==> config.mk <==
export PLATFORM = sky130hd
export DESIGN_NAME = busSizer
export DESIGN_NICKNAME = d
export VERILOG_FILES = /design/src/rtl/busSizerPkg.sv /design/src/rtl/busSizerCtrl.sv /design/src/rtl/busSizerDatapath.sv /design/src/rtl/busSizer.sv
export SDC_FILE = /design/constraint.sdc
export NUM_CORES = 1
export LEC_CHECK = 0
export ABC_AREA = 1
export CORE_UTILIZATION = 50
export CTS_CLUSTER_SIZE = 14
export DETAILED_ROUTE_END_ITERATION = 10
export PLACE_DENSITY_LB_ADDON = 0.15
export SYNTH_ARGS = -nofsm -noshare
export SYNTH_HDL_FRONTEND = slang
export SYNTH_SLANG_ARGS = --single-unit
==> constraint.sdc <==
create_clock -name clk -period 4.7 [get_ports clk]
set_clock_uncertainty 0.05 [all_clocks]
set_input_delay 0.94 -clock clk [delete_from_list [all_inputs] [get_ports clk]]
set_output_delay 0.94 -clock clk [all_outputs]
set_load 0.005 [all_outputs]
==> src/rtl/busSizerPkg.sv <==
package busSizerPkg;
  localparam int LANE_W = 8;
  localparam int BUS_W  = 2 * LANE_W;
  localparam int XFER_W = 4 * LANE_W;

  localparam logic [1:0] ACK_WAIT  = 2'b11;
  localparam logic [1:0] ACK_NARROW = 2'b10;

  typedef enum logic [1:0] {
    ST_IDLE,
    ST_SETUP,
    ST_STROBE,
    ST_GAP
  } seqState;

  typedef struct packed {
    logic load;
    logic advance;
    logic strobing;
  } ctrlStrobes;
endpackage

==> src/rtl/busSizerCtrl.sv <==
module busSizerCtrl
  import busSizerPkg::*;
(
  input  logic       clk,
  input  logic       rstN,
  input  logic       reqValid,
  input  logic [1:0] ackN,
  input  logic       remEmpty,
  output ctrlStrobes ctrl,
  output logic       asN,
  output logic       dsN,
  output logic       reqReady
);
  seqState state, stateNext;
  logic    ackSeen;

  assign ackSeen = (ackN != ACK_WAIT);

  always_comb begin
    stateNext = state;
    case (state)
      ST_IDLE:   if (reqValid) stateNext = ST_SETUP;
      ST_SETUP:  stateNext = ST_STROBE;
      ST_STROBE: if (ackSeen) stateNext = ST_GAP;
      ST_GAP:    stateNext = remEmpty ? ST_IDLE : ST_STROBE;
      default:   stateNext = ST_IDLE;
    endcase
  end

  always_ff @(posedge clk or negedge rstN) begin
    if (!rstN) state <= ST_IDLE;
    else       state <= stateNext;
  end

  always_comb begin
    ctrl.load     = (state == ST_IDLE) && reqValid;
    ctrl.advance  = (state == ST_STROBE) && ackSeen;
    ctrl.strobing = (state == ST_STROBE);
  end

  assign asN      = (state != ST_STROBE);
  assign dsN      = (state != ST_STROBE);
  assign reqReady = (state == ST_GAP) && remEmpty;
endmodule

==> src/rtl/busSizerDatapath.sv <==
module busSizerDatapath
  import busSizerPkg::*;
#(
  parameter int INT_ADDR_W = 20,
  parameter int EXT_ADDR_W = 24
) (
  input  logic                  clk,
  input  logic                  rstN,
  input  ctrlStrobes            ctrl,
  input  logic                  fullMode,
  input  logic                  reqWrite,
  input  logic [1:0]            reqSize,
  input  logic [INT_ADDR_W-1:0] reqAddr,
  input  logic [2:0]            reqFc,
  input  logic [XFER_W-1:0]     reqWdata,
  input  logic [1:0]            ackN,
  input  logic [BUS_W-1:0]      busDataIn,
  output logic [EXT_ADDR_W-1:0] busAddr,
  output logic [1:0]            busSiz,
  output logic [2:0]            busFc,
  output logic                  busRw,
  output logic [BUS_W-1:0]      busDataOut,
  output logic                  busDataOe,
  output logic [XFER_W-1:0]     rdData,
  output logic                  remEmpty
);
  localparam int MIRROR_W = EXT_ADDR_W - INT_ADDR_W;

  logic [INT_ADDR_W-1:0] addrQ;
  logic [2:0]            remQ;
  logic [XFER_W-1:0]     wrBytes;
  logic [XFER_W-1:0]     rdAcc;
  logic                  writeQ;
  logic [2:0]            fcQ;

  logic [2:0]            reqBytes;
  logic [XFER_W-1:0]     wrAligned;
  logic                  widePort;
  logic                  takeTwo;
  logic [2:0]            take;
  logic [LANE_W-1:0]     byteFirst;
  logic [LANE_W-1:0]     byteSecond;

  always_comb begin
    case (reqSize)
      2'd0:    reqBytes = 3'd1;
      2'd1:    reqBytes = 3'd2;
      default: reqBytes = 3'd4;
    endcase
    case (reqSize)
      2'd0:    wrAligned = {reqWdata[LANE_W-1:0], {(XFER_W-LANE_W){1'b0}}};
      2'd1:    wrAligned = {reqWdata[BUS_W-1:0], {(XFER_W-BUS_W){1'b0}}};
      default: wrAligned = reqWdata;
    endcase
  end

  // Port width is decided per cycle from the acknowledge and the bus mode.
  assign widePort = fullMode && (ackN != ACK_NARROW) && (ackN != ACK_WAIT);
  assign takeTwo  = widePort && !addrQ[0] && (remQ >= 3'd2);
  assign take     = takeTwo ? 3'd2 : 3'd1;

  always_comb begin
    if (widePort && addrQ[0]) byteFirst = busDataIn[LANE_W-1:0];
    else                      byteFirst = busDataIn[BUS_W-1:LANE_W];
    byteSecond = busDataIn[LANE_W-1:0];
  end

  always_ff @(posedge clk or negedge rstN) begin
    if (!rstN) begin
      addrQ   <= '0;
      remQ    <= '0;
      wrBytes <= '0;
      rdAcc   <= '0;
      writeQ  <= 1'b0;
      fcQ     <= '0;
    end else if (ctrl.load) begin
      addrQ   <= reqAddr;
      remQ    <= reqBytes;
      wrBytes <= wrAligned;
      rdAcc   <= '0;
      writeQ  <= reqWrite;
      fcQ     <= reqFc;
    end else if (ctrl.advance) begin
      addrQ <= addrQ + INT_ADDR_W'(take);
      remQ  <= remQ - take;
      if (takeTwo) begin
        wrBytes <= {wrBytes[XFER_W-BUS_W-1:0], {BUS_W{1'b0}}};
        rdAcc   <= {rdAcc[XFER_W-BUS_W-1:0], byteFirst, byteSecond};
      end else begin
        wrBytes <= {wrBytes[XFER_W-LANE_W-1:0], {LANE_W{1'b0}}};
        rdAcc   <= {rdAcc[XFER_W-LANE_W-1:0], byteFirst};
      end
    end
  end

  generate
    if (MIRROR_W > 0) begin : g_mirror
      assign busAddr = {{MIRROR_W{addrQ[INT_ADDR_W-1]}}, addrQ};
    end else begin : g_flat
      assign busAddr = addrQ[EXT_ADDR_W-1:0];
    end
  endgenerate

  assign busSiz   = remQ[1:0];
  assign busFc    = fcQ;
  assign busRw    = !writeQ;
  assign remEmpty = (remQ == 3'd0);
  assign rdData   = rdAcc;

  always_comb begin
    busDataOut[BUS_W-1:LANE_W] = wrBytes[XFER_W-1 -: LANE_W];
    if (!addrQ[0] && remQ >= 3'd2) busDataOut[LANE_W-1:0] = wrBytes[XFER_W-LANE_W-1 -: LANE_W];
    else                           busDataOut[LANE_W-1:0] = wrBytes[XFER_W-1 -: LANE_W];
  end

  assign busDataOe = ctrl.strobing && writeQ;
endmodule

==> src/rtl/busSizer.sv <==
module busSizer
  import busSizerPkg::*;
#(
  parameter int INT_ADDR_W = 20,
  parameter int EXT_ADDR_W = 24
) (
  input  logic                  clk,
  input  logic                  rstN,
  input  logic                  fullMode,
  input  logic                  reqValid,
  input  logic                  reqWrite,
  input  logic [1:0]            reqSize,
  input  logic [INT_ADDR_W-1:0] reqAddr,
  input  logic [2:0]            reqFc,
  input  logic [31:0]           reqWdata,
  output logic                  reqReady,
  output logic [31:0]           rdData,
  output logic [EXT_ADDR_W-1:0] busAddr,
  output logic [1:0]            busSiz,
  output logic [2:0]            busFc,
  output logic                  busRw,
  output logic                  asN,
  output logic                  dsN,
  output logic [15:0]           busDataOut,
  output logic                  busDataOe,
  input  logic [15:0]           busDataIn,
  input  logic [1:0]            ackN
);
  ctrlStrobes ctrl;
  logic       remEmpty;

  busSizerCtrl u_ctrl (
    .clk      (clk),
    .rstN     (rstN),
    .reqValid (reqValid),
    .ackN     (ackN),
    .remEmpty (remEmpty),
    .ctrl     (ctrl),
    .asN      (asN),
    .dsN      (dsN),
    .reqReady (reqReady)
  );

  busSizerDatapath #(
    .INT_ADDR_W (INT_ADDR_W),
    .EXT_ADDR_W (EXT_ADDR_W)
  ) u_dp (
    .clk        (clk),
    .rstN       (rstN),
    .ctrl       (ctrl),
    .fullMode   (fullMode),
    .reqWrite   (reqWrite),
    .reqSize    (reqSize),
    .reqAddr    (reqAddr),
    .reqFc      (reqFc),
    .reqWdata   (reqWdata),
    .ackN       (ackN),
    .busDataIn  (busDataIn),
    .busAddr    (busAddr),
    .busSiz     (busSiz),
    .busFc      (busFc),
    .busRw      (busRw),
    .busDataOut (busDataOut),
    .busDataOe  (busDataOe),
    .rdData     (rdData),
    .remEmpty   (remEmpty)
  );
endmodule

==> flow_metrics.tcl, run 1 <==
set metrics [dict create \
    leakage_nw 3.12 \
    cts_sinks 93 \
    rr_endpoint "u_dp.remQ[1]" \
    vias_per_cell 5.60 \
    synth-seq-area-share_pct 42.7 \
    period_share_pct 67.9 \
    grt_pass1_vias 5145 \
    synth_top_family_by_area "simple AND/OR/NAND/NOR gates" \
    ys.flop_type "dfrtp_1" \
    vias 5423 \
    grt_max_degree 72 \
    h-tree-depth 3 \
    r2r_setup_slack_ns 1.95 \
    core_mm2 0.0105 \
    synth_xor_area_share_pct 0.321 \
    ys_seq_elements 93 \
    fmax_mhz 313 \
    initial_core_util_pct 52.2 \
    startpoint "fullMode" \
    antenna_found_initial 0 \
    synth_cell_types 48 \
    power_per_cell_area_mw_per_mm2 598 \
    tns_ns 0 \
    yosys.area_share.simple_pct 22.3 \
    ios 162 \
    cp.required_ns 4.92 \
    syn_avg_cell_area_um2 7.76 \
    clk-insertion-delay-late_ns 0.36 \
    mappedNetlistNets 786 \
    clk_path_buf_depth 2 \
    clkTransAtPathRegs_ns 0.10 \
    worstMarginPinSlew_ns 0.926 \
    holdPathEnd "u_dp.busFc[0]" \
    status "finished, final reports clean" \
    synthMuxAreaShare_pct 1.65 \
    wl_per_cell_um 16.2 \
    grt_overflow 0 \
    mostFrequentLayoutCell "clkdlybuf4s50_1" \
    end_kind "register" \
    synthesis.area_mm2 0.00546 \
    r2r-start "u_dp.addrQ[0]" \
    min_from "u_dp.busFc[0]" \
    hp-class "register to register" \
    criticalPathCategory "primary input to register" \
    dp_hpwl_um 10800 \
    cts_hold_buffers 0 \
    cp.arrival_ns 3.41 \
    synth_adder_area_share_pct 0.825 \
    dieArea_mm2 0.0113 \
    power_w 0.00428 \
    drtIter0Drc 434 \
    drc 0 \
    cts_tree "built" \
    hold_viol_final 0 \
    min_period_ns 3.19 \
    synth-warning-count 0 \
    rsz0062_at_grt "no" \
    grt_use_total_pct 28.3 \
    report.final.slew_viol_count 0 \
    die_w_um 106 \
    hold_depth 2 \
    worst_setup_path_start_kind "primary input" \
    crit_fanout 34 \
    fp-row-count 37 \
    final_cell_mix "clkdlybuf4s50_1, nand2_1, dfrtp_1, o21ai_0, inv_1" \
    firstDrtPassIters 5 \
    ir_drop_v 0.000306 \
    maxCapViolations 0 \
    post_cts_resized 0 \
    maxSlewHeadroom_pct 38.3 \
    placedCellCount 952 \
    insertedDiodeCount 0 \
    synth_edf_count 0 \
    areaGrowthSynthToFinish_pct 31.2 \
    setup_viol 0 \
    cts_buffers 9 \
    cts_setup_buffers 0 \
    globalplace.congestion 0.927 \
    reg2reg_depth 5 \
    ant_nets 0 \
    fp.dieH_um 106 \
    numPortBuffers 161 \
    synthArstFlopShare_pct 100 \
    grt_pass1_wl_um 25600 \
    synth_compound_area_share_pct 21.6 \
    synthesis.instances 703 \
    cts_root_buf "clkbuf_8" \
    drive_gt1_share_pct 7.69 \
    drt-total-wl_um 15700 \
    nets 910 \
    stdcell_count 968 \
]
kinds of logic (layout without fill, tap and decap cells):
family,Yosys count,after routing
buffers and inverters,122,251
xor gates and xnor gates,2,2
adders and majority gates,3,3
AOI/OAI and AO/OA,203,203
DFF,93,93
and+or+nand+nor,272,272
muxes,8,8
where the power goes:
group / internal, W / switching, W / total (W) / leakage [nW]
clock network: 0.000265 / 0.000302 / 0.000566 / 0.103
registers: 0.00115 / 0.000330 / 0.00148 / 1.16
logic: 0.00110 / 0.00114 / 0.00224 / 1.86
total: 0.00251 / 0.00177 / 0.00428 / 3.12
per-layer routing:
metal	global-route usage, %	routed length, µm	up-vias
met3	2.88	820	29
met4	12.0	389	0
met1	38.5	6680	2579
li1	-	-	2606
met2	46.0	7770	209
met5	0	0	-
state kept, by name (all words and copies together), names as in the netlist:
signal,cells
u_dp.writeQ,1
u_dp.rdData,32
u_dp.addrQ,20
u_dp.wrBytes,32
u_dp.remQ,3
u_ctrl.state,2
u_dp.busFc,3
worst max-delay path: stages:
cell             delay [ns]
clkdlybuf4s50_1        0.46
inv_1                  0.04
nor2_2                 0.21
nand2_2                0.42
inv_2                  0.61
fa_1                   0.52
o221ai_1               0.20
worst max path at each step:
stage / to / slack [ns] / cells after the start
4_1_cts: u_dp.remQ[1] / 1.53 / 7
3_3_place_gp: u_dp.remQ[1] / 1.24 / 7
5_1_grt: u_dp.addrQ[12] / 1.36 / 14
6_report: u_dp.remQ[1] / 1.51 / 7
2_1_floorplan: u_dp.addrQ[12] / 2.04 / 15
3_5_place_dp: u_dp.remQ[1] / 1.15 / 7
cell type report:
type / count / area (µm²)
Fill cell: 908 / 3300
Multi-Input combinational cell: 488 / 2550
Sequential cell: 93 / 2330
Timing Repair Buffer: 167 / 1650
Inverter: 68 / 255
Tap cell: 136 / 170
Clock buffer: 10 / 138
Clock inverter: 6 / 68.8
metrics by stage:
stage                     setup WS [ns]  hold slack, ns  area [µm²]  utilization (%)
after floorplan                    2.04           0.419        5460                -
after global placement             1.24           0.414        6950             66.5
after CTS                          1.53           0.449        7160             68.4
final                              1.51           0.444        7160             68.4
after global routing               1.36           0.469        7160             68.4
after detailed placement           1.15           0.424        6950             66.5
synthesized netlist by cell type, drive strengths merged (8+ instances only):
library cell	n	share of area [%]
nor2	57	4.4
nand2	157	12
dfrtp	93	43
nor3	10	1.3
mux2	8	1.7
a22oi	8	1.1
inv	67	4.6
o21ai	118	11
a31oi	15	1.7
nand4	9	1.0
o211ai	14	1.9
o221ai	10	1.6
buf	41	5.0
nand3	32	3.0
a21oi	29	2.9
clkbuf	12	0.87
(Power assumes the default switching activity.)
==> run 2, diff against run 1 <==
--- a/config.mk
+++ b/config.mk
@@ -6,7 +6,7 @@
 export NUM_CORES = 1
 export LEC_CHECK = 0
 export ABC_AREA = 1
-export CORE_UTILIZATION = 50
+export CORE_UTILIZATION = 43
 export CTS_CLUSTER_SIZE = 14
 export DETAILED_ROUTE_END_ITERATION = 10
 export PLACE_DENSITY_LB_ADDON = 0.15
==> constraint.sdc (replaced) <==
create_clock -name clk -period 2.8 [get_ports clk]
set_clock_uncertainty 0.05 [all_clocks]
set_input_delay 0.56 -clock clk [delete_from_list [all_inputs] [get_ports clk]]
set_output_delay 0.56 -clock clk [all_outputs]
set_load 0.005 [all_outputs]
==> flow_metrics.tcl, run 2 (synthesized netlist as in run 1, its figures left out) <==
set metrics [dict create \
    vias 5519 \
    cts_root_buf "clkbuf_16" \
    status "finished, final reports clean" \
    cp.arrival_ns 2.02 \
    fmax_mhz 380 \
    min_period_ns 2.63 \
    wl_per_cell_um 16.5 \
    drt-total-wl_um 16600 \
    cts_tree "built" \
    r2r_setup_slack_ns 0.54 \
    setup_viol 0 \
    cts_buffers 9 \
    detailed_place.area_mm2 0.00708 \
    clkTransAtPathRegs_ns 0.06 \
    wl_met2_um 8450 \
    insertedDiodeCount 0 \
    ir_drop_v 0.000455 \
    criticalPathCategory "register to output port" \
    clkPwrFrac_pct 18.1 \
    dieArea_mm2 0.0131 \
    mostFrequentLayoutCell "clkdlybuf4s50_1" \
    dp_hpwl_um 11400 \
    grt_pass1_wl_um 26900 \
    tns_ns 0 \
    drive_gt1_share_pct 8.57 \
    stdcell_count 1008 \
    routed.top_layer "met4" \
    pwr-share-comb_pct 49.6 \
    power_per_cell_area_mw_per_mm2 1040 \
    fin_util_pct 60.7 \
    hold_viol_final 0 \
    wl_met1_um 6870 \
    fp-row-count 40 \
    crit_fanout 16 \
    leakage_nw 3.24 \
    cts_sinks 93 \
    postLayoutCellArea_mm2 0.00742 \
    nets 918 \
    report.final.slew_viol_count 0 \
    clk_path_buf_depth 2 \
    ios 162 \
    slowest_delay_ns 0.54 \
    grt_use_total_pct 26.4 \
    rsz0062_at_grt "no" \
    p_int_w 0.00470 \
    areaGrowthSynthToFinish_pct 36.0 \
    antenna_found_initial 0 \
    globalplace.congestion 0.900 \
    crit_slowest_cell "clkdlybuf4s50_1" \
    grt_overflow 0 \
    placedCellCount 992 \
    period_share_pct 94.1 \
    ant_nets 0 \
    power_w 0.00773 \
    fp.dieH_um 115 \
    worst_setup_path_start_kind "register" \
    worstMarginPinSlew_ns 0.673 \
    cp.required_ns 2.19 \
    initial_core_util_pct 44.7 \
    end_kind "output port" \
    swShare_pct 39.2 \
    clk-insertion-delay-late_ns 0.34 \
    die_w_um 115 \
    hp-class "primary input to async pin" \
    power_switching_w 0.00303 \
    vias_per_cell 5.48 \
    cts_setup_buffers 0 \
    wl_met3_um 1030 \
    pwr-share-seq_pct 32.3 \
    post_cts_resized 0 \
    drc 0 \
    h-tree-depth 3 \
    firstDrtPassIters 5 \
    maxSlewHeadroom_pct 55.2 \
    maxCapViolations 0 \
    crit_chain "nor2_8, inv_1, o21ai_0, clkdlybuf4s50_1" \
    core_mm2 0.0122 \
    drtIter0Drc 457 \
    final_cell_mix "clkdlybuf4s50_1, nand2_1, dfrtp_1, o21ai_0, inv_1" \
    numPortBuffers 161 \
    grt_pass1_vias 5329 \
    cts_hold_buffers 0 \
    grt_max_degree 73 \
]
-- run 2: changes by cell type in the layout (fill, tap and decap cells not counted) --
cell,change
buf_12,+2
buf_4,+6
bufinv_16,+2
clkbuf_16,+9
clkbuf_8,-10
clkinv_2,+2
clkinvlp_4,-1
inv_6,-2
-- run 2: final timing paths --
check | cells past startpoint | to | from
worst max-delay path | 4 | busDataOut[1] | u_dp.addrQ[0]
worst min-delay path | 1 | u_dp.busFc[2] | rstN
worst max register to register | 12 | u_dp.addrQ[16] | u_dp.addrQ[0]
worst min register to register | 2 | u_dp.rdData[24] | u_dp.rdData[24]
max in group asynchronous | 2 | u_dp.wrBytes[12] | rstN
min in group clk | 2 | u_dp.rdData[24] | u_dp.rdData[24]
-- run 2: critical path, delay by kind of cell, from the launching register on --
kind	cells	cell delay [ns]
AND/OR/NAND/NOR	1	0.33
flip-flops	1	0.51
AO/OA/AOI/OAI	1	0.17
buffers and inverters	2	0.66
-- run 2: layer usage --
metal,GRT usage [%],vias to the layer above
met1,33.2,2627
li1,-,2627
met3,4.18,25
met5,0,-
met4,10.0,0
met2,45.6,240
-- run 2: per-stage QoR --
step / setup slack (ns) / hold slack (ns)
floorplan: 0.522 / 0.214
global placement: 0.268 / 0.411
detailed placement: 0.235 / 0.423
CTS: 0.130 / 0.157
global route: 0.0348 / 0.168
finish: 0.166 / 0.136
-- run 2: power groups by stage --
stage          combinational (W)  clock (W)  sequential (W)
3_3_place_gp             0.00374          0         0.00248
2_1_floorplan            0.00221          0         0.00238
6_report                 0.00383    0.00140         0.00250
5_1_grt                  0.00427    0.00149         0.00257
3_5_place_dp             0.00383          0         0.00251
4_1_cts                  0.00385    0.00143         0.00249
-- run 2: layout make-up --
cell class                      count  area, µm²
Timing Repair Buffer              175       1740
Inverter                           68        255
Clock buffer                        9        225
Sequential cell                    93       2330
Tap cell                          168        210
Fill cell                        1150       4790
Multi-Input combinational cell    488       2550
Clock inverter                      7        114
==> run 3, diff against run 2 <==
==> constraint.sdc (replaced) <==
create_clock -name clk -period 2.8 [get_ports clk]
set_clock_uncertainty 0.05 [all_clocks]
set_input_delay 0.56 -clock clk [delete_from_list [all_inputs] [get_ports clk]]
set_output_delay 0.56 -clock clk [all_outputs]
set_load 0.01 [all_outputs]
==> results of run 3 <==
The final DEF is identical to that of run 2. Status: finished, final reports clean.
Among the figures that moved: setup slack after layout 0.166 ns -> 0.132 ns; total power 0.00773 W -> 0.00796 W; worst IR drop on VDD 0.000455 V -> 0.000472 V
